## src/rtl/parb_pkg.sv

```systemverilog
package parb_pkg;
  typedef enum logic {VC_FAST = 1'b0, VC_BULK = 1'b1} vc_e;

  // index of the input visited k steps after 'from' in a ring of n inputs
  function automatic int ring_step(int from, int k, int n);
    return (from + k) % n;
  endfunction
endpackage

```

## src/rtl/parb_vc_arb.sv

```systemverilog
module parb_vc_arb #(
  parameter int N = 4,
  parameter int FLIT_W = 34,
  localparam int IW = $clog2(N)
) (
  input  logic              clk,
  input  logic              rst_n,
  input  logic [N-1:0]      vld,
  input  logic [N*FLIT_W-1:0] flits,
  input  logic              allow,
  output logic              cand,
  output logic [IW-1:0]     cand_idx,
  output logic [FLIT_W-1:0] cand_flit,
  output logic [N-1:0]      pop
);
  import parb_pkg::*;

  logic          locked;
  logic [IW-1:0] owner;
  logic [IW-1:0] last;
  logic [N-1:0]  heads;
  logic [IW:0]   pick;
  logic          fire;
  logic          tail;

  // an input may open a packet only with a begin-marked flit
  for (genvar i = 0; i < N; i++) begin : g_head
    assign heads[i] = vld[i] & flits[i*FLIT_W + FLIT_W - 1];
  end

  // returns {found, index}; nearest requester after 'from' wins
  function automatic logic [IW:0] rr_pick(logic [N-1:0] req, logic [IW-1:0] from);
    logic [IW:0] r;
    r = '0;
    for (int k = N; k >= 1; k--) begin
      int j;
      j = ring_step(int'(from), k, N);
      if (req[j]) r = {1'b1, IW'(j)};
    end
    return r;
  endfunction

  always_comb begin
    pick = rr_pick(heads, last);
    if (locked) begin
      cand     = vld[owner];
      cand_idx = owner;
    end else begin
      cand     = pick[IW];
      cand_idx = pick[IW-1:0];
    end
    cand_flit = flits[int'(cand_idx)*FLIT_W +: FLIT_W];
  end

  assign fire = cand & allow;
  assign tail = cand_flit[FLIT_W-2];
  assign pop  = fire ? (N'(1) << cand_idx) : '0;

  always_ff @(posedge clk) begin
    if (!rst_n) begin
      locked <= 1'b0;
      owner  <= '0;
      last   <= IW'(N-1);
    end else if (fire) begin
      if (!locked) last <= cand_idx;
      owner  <= cand_idx;
      locked <= !tail;
    end
  end
endmodule

```

## src/rtl/parb_link.sv

```systemverilog
module parb_link #(
  parameter int N = 4,
  parameter int FLIT_W = 34,
  localparam int IW = $clog2(N)
) (
  input  logic              clk,
  input  logic              rst_n,
  input  logic              cand0,
  input  logic              cand1,
  input  logic [IW-1:0]     idx1,
  input  logic [FLIT_W-1:0] flit0,
  input  logic [FLIT_W-1:0] flit1,
  output logic              allow1,
  output logic              link_vld,
  output logic              link_vc,
  output logic [FLIT_W-1:0] link_flit,
  output logic [N-1:0]      tok1
);
  import parb_pkg::*;

  logic prev1;
  logic take1;

  // VC1 waits for VC0 and never uses two slots in a row
  assign allow1 = !cand0 && !prev1;
  assign take1  = cand1 && allow1;

  always_ff @(posedge clk) begin
    if (!rst_n) begin
      link_vld  <= 1'b0;
      link_vc   <= VC_FAST;
      link_flit <= '0;
      tok1      <= '0;
      prev1     <= 1'b0;
    end else begin
      link_vld  <= cand0 | take1;
      link_vc   <= cand0 ? VC_FAST : VC_BULK;
      link_flit <= cand0 ? flit0 : flit1;
      tok1      <= take1 ? (N'(1) << idx1) : '0;
      prev1     <= take1;
    end
  end
endmodule

```

## src/rtl/parb_out_arbiter.sv

```systemverilog
module parb_out_arbiter #(
  parameter int N = 4,
  parameter int FLIT_W = 34,
  localparam int IW = $clog2(N)
) (
  input  logic                clk,
  input  logic                rst_n,
  input  logic [N-1:0]        vc0_vld,
  input  logic [N*FLIT_W-1:0] vc0_flit,
  output logic [N-1:0]        vc0_pop,
  input  logic [N-1:0]        vc1_vld,
  input  logic [N*FLIT_W-1:0] vc1_flit,
  output logic [N-1:0]        vc1_pop,
  output logic                link_vld,
  output logic                link_vc,
  output logic [FLIT_W-1:0]   link_flit,
  output logic [N-1:0]        vc1_token
);
  logic [1:0][N-1:0]        vld_a;
  logic [1:0][N*FLIT_W-1:0] flit_a;
  logic [1:0]               allow_a;
  logic [1:0]               cand_a;
  logic [1:0][IW-1:0]       idx_a;
  logic [1:0][FLIT_W-1:0]   cflit_a;
  logic [1:0][N-1:0]        pop_a;
  logic                     vc0_cand;
  logic                     vc1_allow;

  assign vld_a[0]   = vc0_vld;
  assign vld_a[1]   = vc1_vld;
  assign flit_a[0]  = vc0_flit;
  assign flit_a[1]  = vc1_flit;
  assign allow_a[0] = 1'b1;
  assign allow_a[1] = vc1_allow;
  assign vc0_pop    = pop_a[0];
  assign vc1_pop    = pop_a[1];
  assign vc0_cand   = cand_a[0];

  for (genvar v = 0; v < 2; v++) begin : g_vc
    parb_vc_arb #(.N(N), .FLIT_W(FLIT_W)) u_arb (
      .clk(clk), .rst_n(rst_n),
      .vld(vld_a[v]), .flits(flit_a[v]), .allow(allow_a[v]),
      .cand(cand_a[v]), .cand_idx(idx_a[v]), .cand_flit(cflit_a[v]),
      .pop(pop_a[v])
    );
  end

  parb_link #(.N(N), .FLIT_W(FLIT_W)) u_link (
    .clk(clk), .rst_n(rst_n),
    .cand0(cand_a[0]), .cand1(cand_a[1]), .idx1(idx_a[1]),
    .flit0(cflit_a[0]), .flit1(cflit_a[1]),
    .allow1(vc1_allow),
    .link_vld(link_vld), .link_vc(link_vc), .link_flit(link_flit),
    .tok1(vc1_token)
  );
endmodule

```

## config.mk

```make
export PLATFORM = sky130hd
export DESIGN_NAME = parb_out_arbiter
export DESIGN_NICKNAME = d
export VERILOG_FILES = /design/src/rtl/parb_pkg.sv /design/src/rtl/parb_vc_arb.sv /design/src/rtl/parb_link.sv /design/src/rtl/parb_out_arbiter.sv
export SDC_FILE = /design/constraint.sdc
export NUM_CORES = 1
export LEC_CHECK = 0
export BUFFER_PORTS_ARGS = -buffer_cell sky130_fd_sc_hd__buf_2
export CORE_AREA = 2 2 129 131
export DETAILED_ROUTE_END_ITERATION = 8
export DIE_AREA = 0 0 131 133
export GPL_ROUTABILITY_DRIVEN = 0
export PLACE_DENSITY = 0.54
export SYNTH_ARGS = -nofsm -noshare
export SYNTH_HDL_FRONTEND = slang
export SYNTH_SLANG_ARGS = --single-unit
```

## constraint.sdc

```tcl
create_clock -name clk -period 5.1 [get_ports clk]
set_clock_uncertainty 0.15 [all_clocks]
set_input_delay 0.51 -clock clk [delete_from_list [all_inputs] [get_ports clk]]
set_output_delay 0.51 -clock clk [all_outputs]
set_load 0.01 [all_outputs]
```

## Word-level counts from Yosys, hierarchy flattened

Index checks and enable logic that the tools add are counted.

- Magnitude comparators: 10
- $add $sub $neg: 8
- Shift-type cells: 4
- Muxes and demuxes: 44
- Reduce and logical (&&, ||, !) cells: 17
- $mul: 2
- Bitwise logic cells: 20
- Div/mod/pow operators: 0
- Equal/unequal tests: 0

Operator list:

| cell | count |
|---|---|
| variable part select 136 x 32 -> 34 bit | 2 |
| two-way mux 34 bit | 1 |
| < comparator 3 x 4 -> 1 bit, second input constant | 8 |
| two-way mux 3 bit | 8 |
| two-way mux 1 bit | 21 |
| binary-select mux 1 bit (select 2 bit) | 10 |
| OR reduction 2 bit | 8 |
| multiplier 2 x 5 -> 7 bit, second input constant | 2 |
| AND 1 bit | 9 |
| adder 2 x 1 -> 2 bit, second input constant | 4 |
| adder 2 bit, second input constant | 4 |
| AND 1 bit, first input constant | 8 |
| two-way mux 4 bit | 2 |
| left shift 1 x 2 -> 4 bit, first input constant | 2 |
| < comparator 2 x 3 -> 1 bit, second input constant | 2 |
| AND reduction 2 bit | 3 |
| zero test 1 bit | 4 |
| two-way mux 2 bit | 2 |
| logical AND 1 bit | 2 |
| NOT 1 bit | 2 |
| bitwise OR 1 bit | 1 |

- Bits in read-only memories: 0
- Latch bits: 0
- Register bits: 51
- Memories kept: 0
- Memory bits (writable): 0

## Logic depth before layout (Yosys ltp)

Gate-level depths: netlist (run 1).

- Depth after elaboration: 15
- Depth in mapped cells: 8
- Gate-level depth less buffers: 6

## Modules after synthesis

From an unflattened synthesis (run 1), not the netlist that was laid out.

- Cells, all modules: 561
- Area total of the unflattened synthesis: 4702.0 um^2

Modules (own cells, without submodules):

| module | area an instance (um^2) | cells each | seq. area each (um^2) | times used |
|---|---|---|---|---|
| parb_vc_arb at g_vc[0].u_arb | 1614.0 | 183 | 100.1 | 1 |
| parb_vc_arb at g_vc[1].u_arb | 1550.2 | 251 | 100.1 | 1 |
| parb_link | 1534.0 | 126 | 820.8 | 1 |
| parb_out_arbiter | 3.8 | 1 | 0.0 | 1 |

## Worst setup path after synthesis (run 1)

OpenSTA, ideal clock, no wires.

- Kind: input port to output port
- Start point: input port vc0_flit[135]
- End point: output port vc0_pop[0]
- Setup slack: 2549 ps
- Data arrival time: 1891 ps
- Stages on the path: 7
- Required time: 4440 ps
- Path buffers: 2
- Cells stage by stage: a221o_1 a31oi_1 o31ai_1 buf_6 buf_4 or2_2 nor2_1

- Longest elaborated chain between the ends: 11
- Elaborated cells between the ends (all ways): 21
- Those cells by class: 1 x shift; 19 x mux; 1 x bitwise

Ends and longest elaborated chain:

| item | line | text |
|---|---|---|
| start, declared | parb_out_arbiter.sv:9 | `input logic [N*FLIT_W-1:0] vc0_flit,` |
| AND 1 bit (*) | parb_vc_arb.sv:28 | `assign heads[i] = vld[i] & flits[i*FLIT_W + FLIT_W - 1];` |
| binary-select mux 1 bit (select 2 bit) | parb_vc_arb.sv:38 | `if (req[j]) r = {1'b1, IW'(j)};` |
| two-way mux 1 bit (implied by the code) (2 in series) | parb_vc_arb.sv:38 |  |
| two-way mux 3 bit (3 in series) | parb_vc_arb.sv:38 |  |
| two-way mux 3 bit (*) | parb_vc_arb.sv:38 |  |
| two-way mux 2 bit | parb_vc_arb.sv:45 | `if (locked) begin` |
| left shift 1 x 2 -> 4 bit | parb_vc_arb.sv:57 | `assign pop = fire ? (N'(1) << cand_idx) : '0;` |
| two-way mux 4 bit (*) | parb_vc_arb.sv:57 |  |
| end, declared | parb_out_arbiter.sv:10 | `output logic [N-1:0] vc0_pop,` |

Every way passes the cells marked *; elsewhere a longest branch is shown, timed or not. The select of a mux whose other input is x is not followed.

## Worst setup path after layout (run 1)

Same ends and word-level chain as after synthesis.

==> results of run 1 <==
==> power by group <==
part / leakage, nW / internal [mW] / switching, mW / total (mW)
clock network: 0.0679 / 0.182 / 0.154 / 0.336
logic: 2.38 / 0.514 / 0.568 / 1.08
registers: 0.423 / 0.515 / 0.0579 / 0.573
total: 2.87 / 1.21 / 0.780 / 1.99
==> cells in the final DEF (no fill, tap or decap), types with 3 or more instances in the layout <==
cell type and n:
buf_2 329, mux2i_1 134, dfxtp_1 51, o22a_1 33
o221ai_1 33, nor2_1 19, nand2_1 18, a21oi_1 7
nand3_1 6, o21ai_0 6, clkbuf_16 5, buf_4 5
inv_1 3, a221o_1 3, o211a_1 3, o211ai_1 3
==> worst paths after layout <==
check / end / slack, ns / cells past startpoint
worst max-delay path: vc0_pop[0] / 2.08 / 8
worst min-delay path: u_link.link_flit[12] / 0.37 / 3
worst max register to register: u_link.link_flit[33] / 2.15 / 6
worst min register to register: g_vc[1].u_arb.owner[1] / 0.39 / 1
==> worst max-delay path, stage by stage <==
cell and delay, ns:
buf_2 0.13, a221o_1 0.35, a31oi_1 0.32, o31ai_4 0.11, buf_4 0.30, or2_2 0.39
nor2_1 0.11, buf_2 0.14
==> synth_stat cells (2+ instances only) <==
cell type	n	area (um^2)
a21oi_1	7	35.03
a221o_1	3	30.03
a22o_1	2	17.52
a31oi_1	2	12.51
a41oi_1	2	17.52
buf_2	13	65.06
buf_4	11	82.58
buf_6	4	45.04
clkbuf_1	3	11.26
dfxtp_1	51	1021
inv_1	3	11.26
mux2i_1	134	1341
mux4_2	2	45.04
nand2_1	18	67.56
nand2b_1	2	12.51
nand3_1	6	30.03
nand3_2	2	20.02
nor2_1	19	71.32
nor2_4	2	22.52
o211a_1	3	30.03
o211ai_1	3	22.52
o21ai_0	6	30.03
o221ai_1	33	289.0
o22a_1	33	289.0
o31ai_1	2	15.01
or2_2	2	12.51
==> state kept, by name, summed over array words and instances, names as in the netlist <==
register           count
u_link.link_vld        1
g_vc.u_arb.last        4
g_vc.u_arb.locked      2
u_link.link_flit      34
u_link.prev1           1
u_link.link_vc         1
g_vc.u_arb.owner       4
u_link.tok1            4
==> area by class of cell <==
| class | instances | area, um^2 |
|---|---|---|
| antenna | 2 | 5.005 |
| clock buffer | 7 | 132.6 |
| clock inverter | 1 | 5.005 |
| fill | 1681 | 10350 |
| inverter | 3 | 11.26 |
| multi-input combinational | 307 | 2664 |
| sequential | 51 | 1021 |
| tap | 220 | 275.3 |
| timing repair buffer | 335 | 1704 |
==> layer usage <==
| layer | wire, um | track usage | up-vias |
|---|---|---|---|
| li1 | - | - | 2183 |
| met1 | 6489 | 0.2077 | 2022 |
| met2 | 7954 | 0.3031 | 210 |
| met3 | 1249 | 0.04286 | 21 |
| met4 | 170 | 0.04846 | 4 |
| met5 | 27 | 0 | - |
==> cell families (layout without fill, tap and decap cells) <==
logic type	after synthesis	after routing	share of synthesized area
flip-flops	51	51	0.2632
other	0	2	0
AO/OA/AOI/OAI	107	107	0.2332
buffers and inverters	34	346	0.05548
multiplexers	138	138	0.3639
AND/OR/NAND/NOR	62	62	0.08420
==> per-stage QoR <==
step           std cells  hold WS, ns  setup slack, ns
6_report             926       0.3671            2.075
5_1_grt              926       0.3724            1.971
4_1_cts              924       0.3518            2.091
3_5_place_dp         916       0.3843            1.916
3_3_place_gp         916       0.3825            1.907
2_1_floorplan        392       0.3490            2.549
==> metrics, run 1 <==
Final Hold Viols 0; register area share after synthesis 0.2632; TNS Setup 0 ns; Setup CP Type in2out; crit path max fanout 34; Total Power 1.992 mW; Hold Buf Count CTS 0; Final Setup Violations 0; Avg Inst Size Synth just under 10 um^2; Post-CTS Setup Bufs 0; DRT Pass-1 Iters 4; Final Util 0.3598; starting density of the core 0.2398; global-route wire length before repair 22960 um; Data required, critical path 4.44 ns; Seq cells post-synth between 50 and 60; die span in y between 100 and 150 um; Post-synth top flop dfxtp_1; DRT iter0 DRCs roughly 250; fraction of layout cells with a size suffix above 1 0.5085; Die X around 130 um; EDFF count, synth 0; DP HPWL around 13000 um; Pleak 2.868 nW; r2r startpoint g_vc[0].u_arb.last[0]; top-level I/O count 330; DRC 0; Syn-to-layout area delta 50.00%; post_cts resized 0; Syn Nets between 600 and 700; clock buffer depth 2; Setup crit end kind primary output; FMAX ~330 MHz; Worst-path clk slew around 0.07 ns; CTS tree done; via/cell ratio ~4.8; RSZ-0062 raised after global routing no; Slew @ Worst Pin roughly 0.87 ns; cells after synthesis between 300 and 400; Tot GR Track Use 0.1731; HP Class in2reg; final WL ~16000 um; normalized max-slew margin 0.4175; Clock Sinks 51; Site Rows 47; htree depth 2; min-delay src vc1_flit[46]; clk_lat worst skew 0.29 ns; final-report max-slew violation count 0; Die Footprint 17420 um^2; via count between 4000 and 5000; ys async rst share 0; CTS Buf Count 5; Post-DRT Antenna Nets 0; placed inst area about 5700 um^2; initial antenna violation count 6; post-synth cell types 50; Core Footprint around 16000 um^2; Final Net Count 985; worst ir drop on vdd 151.6 uV; vias in the first global route about 4400; crit path from vc0_flit[135]; Mapped Area 3879 um^2; CTS root buf clkbuf_16; pin count of the biggest net entering global routing between 40 and 50; min cycle time layout approximately 3 ns; PwrDens ~340 nW/um^2; Tcrit/Tclk final 0.5931; GRT overflow 0; average wire per standard cell 17.16 um; status complete, no violations; crit start category input pin; PortBufs around 330; Design Area, Final about 5800 um^2; critical path data arrival time ~2.4 ns; Ys Warns 0; max-cap check violation count 0
Power figures use the tool's default switching activity.
==> run 2: changes to the inputs <==
--- a/config.mk
+++ b/config.mk
@@ -6,11 +6,11 @@
 export NUM_CORES = 1
 export LEC_CHECK = 0
 export BUFFER_PORTS_ARGS = -buffer_cell sky130_fd_sc_hd__buf_2
-export CORE_AREA = 2 2 129 131
+export CORE_AREA = 2 2 130 132
 export DETAILED_ROUTE_END_ITERATION = 8
-export DIE_AREA = 0 0 131 133
+export DIE_AREA = 0 0 132 134
 export GPL_ROUTABILITY_DRIVEN = 0
-export PLACE_DENSITY = 0.54
+export PLACE_DENSITY = 0.53
 export SYNTH_ARGS = -nofsm -noshare
 export SYNTH_HDL_FRONTEND = slang
 export SYNTH_SLANG_ARGS = --single-unit
==> constraint.sdc (replaced) <==
create_clock -name clk -period 2.8 [get_ports clk]
set_clock_uncertainty 0.15 [all_clocks]
set_input_delay 0.28 -clock clk [delete_from_list [all_inputs] [get_ports clk]]
set_output_delay 0.28 -clock clk [all_outputs]
set_load 0.01 [all_outputs]
==> run 2 against run 1 <==
Sequential cell count unchanged; first-iteration DRC count fell by 40%; critical path type is now reg2out; via count hardly changed; critical path depth is 2 lower; die area increased by 1.5%; utilization grew 0.77 points; combinational power grew 92%; largest cell class unchanged; worst hold slack lost 0.24 ns.
==> metrics, run 2 (synthesis results as in run 1) <==
Clock Sinks 51; via/cell ratio between 4 and 5; Largest Register u_link.link_flit; Final Hold Viols 0; CP peak stage delay roughly 0.44 ns; via count 4439; clock buffer depth 2; final WL about 16000 um; global-route wire length before repair ~24000 um; critical path data arrival time 2.18 ns; pin count of the biggest net entering global routing 46; Site Rows 47; Final Net Count approximately 1000; CTS root buf clkbuf_16; GRT overflow 0; PortBufs 329; Top Family by Delay on Critical Path buffers and inverters; FMAX 383.1 MHz; Core Footprint around 16000 um^2; Data required, critical path between 2 and 2.5 ns; DP HPWL 13110 um; Post-CTS Setup Bufs 0; normalized max-slew margin 0.5978; Hold Buf Count CTS 0; Final Setup Violations 0; status complete, no violations; Design Area, Final ~6000 um^2; Setup crit end kind primary output; HP Class in2reg; worst ir drop on vdd between 200 and 300 uV; Tot GR Track Use 0.1737; Die Footprint roughly 18000 um^2; crit start category register; crit path max fanout 23; htree depth 2; Flop pwr share 0.271; Slew @ Worst Pin around 0.60 ns; number of fill cells between 1500 and 2000; PwrDens 637.1 nW/um^2; crit-path cells and4bb_1 > o41ai_4 > bufbuf_16 > nand2_1 > nor2_1 > buf_2; Worst-path clk slew about 0.070 ns; min cycle time layout 2.610 ns; Internal about 2.4 mW; Pleak roughly 2.9 nW; dpl cells 925; final-report max-slew violation count 0; Setup CP Type reg2out; Logic pwr share 0.543; vias in the first global route between 4000 and 5000; CTS Buf Count 5; max reg flops 34; Post-DRT Antenna Nets 0; initial antenna violation count 3; DRT iter0 DRCs 150; sw frac 0.3767; Die X roughly 130 um; DRC 0; Tcrit/Tclk final 0.9322; top-level I/O count between 300 and 400; placed inst area 5781 um^2; critical path's slowest cell dfxtp_1; average wire per standard cell 17.37 um; Final Non-Filler Cells between 900 and 1000; TNS Setup 0 ns; CTS tree done; max-cap check violation count 0; starting density of the core 0.2381; DRT Pass-1 Iters 4; Net Sw Power between 1 and 1.5 mW; most frequent cells in the layout buf_2, mux2i_1, dfxtp_1, o22a_1, o221ai_1; post_cts resized 0; Syn-to-layout area delta 54.32%; most common cell after layout, fill and taps aside buf_2; Clk pwr share 0.186; Buf/Inv on CP 2; fraction of layout cells with a size suffix above 1 0.5175; clk_lat worst skew 0.30 ns; die span in y approximately 130 um
[run 2: cell count changes in the layout (fill, tap and decap cells not counted), sizes merged]
cell,before,now
bufbuf,0,1
buf,335,344
bufinv,0,1
clkinvlp,0,1
clkinv,1,0
diode,2,1
clkbuf,7,5
[run 2: stage by stage]
stage	total power, mW	hold WS [ns]	utilization	worst slack (ns)
finish	3.814	0.1280	0.3675	0.1897
global route	4.064	0.1401	0.3675	-0.01014
CTS	3.830	0.1138	0.3649	0.1302
detailed placement	3.092	0.3819	0.3549	0.3732
global placement	3.101	0.3767	0.3549	0.4098
floorplan	2.399	0.3296	-	0.6653
[run 2: final cells by class]
type	count	area (um^2)	share of cell area
flip-flops and latches	51	1021	0.1706
inverters	3	11.26	0.001881
well taps	220	275.3	0.04599
repair buffers	345	1833	0.3062
diodes	1	2.502	0.0004181
multi-input cells	307	2680	0.4477
clock buffers	5	125.1	0.02090
clock inverters	2	37.54	0.006271
[run 2: path summary, 6_finish.rpt]
kind	from	endpoint	slack, ns	cells after the start
max	g_vc[1].u_arb.last[1]	vc1_pop[3]	0.19	6
min	vc1_flit[31]	u_link.link_flit[31]	0.13	3
max reg2reg	g_vc[0].u_arb.last[0]	u_link.link_flit[1]	0.43	7
min reg2reg	g_vc[0].u_arb.owner[0]	g_vc[0].u_arb.owner[0]	0.39	2
[run 2: per-layer routing]
| layer | vias to the layer above | global-route usage | part of all wire | routed length, um |
|---|---|---|---|---|
| met2 | 186 | 0.3047 | 0.50 | 8186 |
| met3 | 13 | 0.05215 | 0.077 | 1253 |
| met4 | 2 | 0.04167 | 0.014 | 234 |
| met1 | 2035 | 0.2084 | 0.40 | 6538 |
| met5 | - | 0 | 0.00080 | 13 |
| li1 | 2203 | - | - | - |
[run 2: power groups by stage]
stage / clock, mW / combinational [mW] / sequential, mW
2_1_floorplan: 0 / 1.28 / 1.12
3_3_place_gp: 0 / 2.05 / 1.05
3_5_place_dp: 0 / 2.05 / 1.05
4_1_cts: 0.739 / 2.06 / 1.03
5_1_grt: 0.760 / 2.24 / 1.06
6_report: 0.711 / 2.07 / 1.03
[run 2: worst reg2reg max path, cell delays in order (launching register included)]
cell and delay, ns:
dfxtp_1 0.41, and3b_1 0.20, o211a_1 0.24, o31ai_4 0.31, buf_12 0.29, mux2i_1 0.34
o22a_1 0.21, o221ai_1 0.11
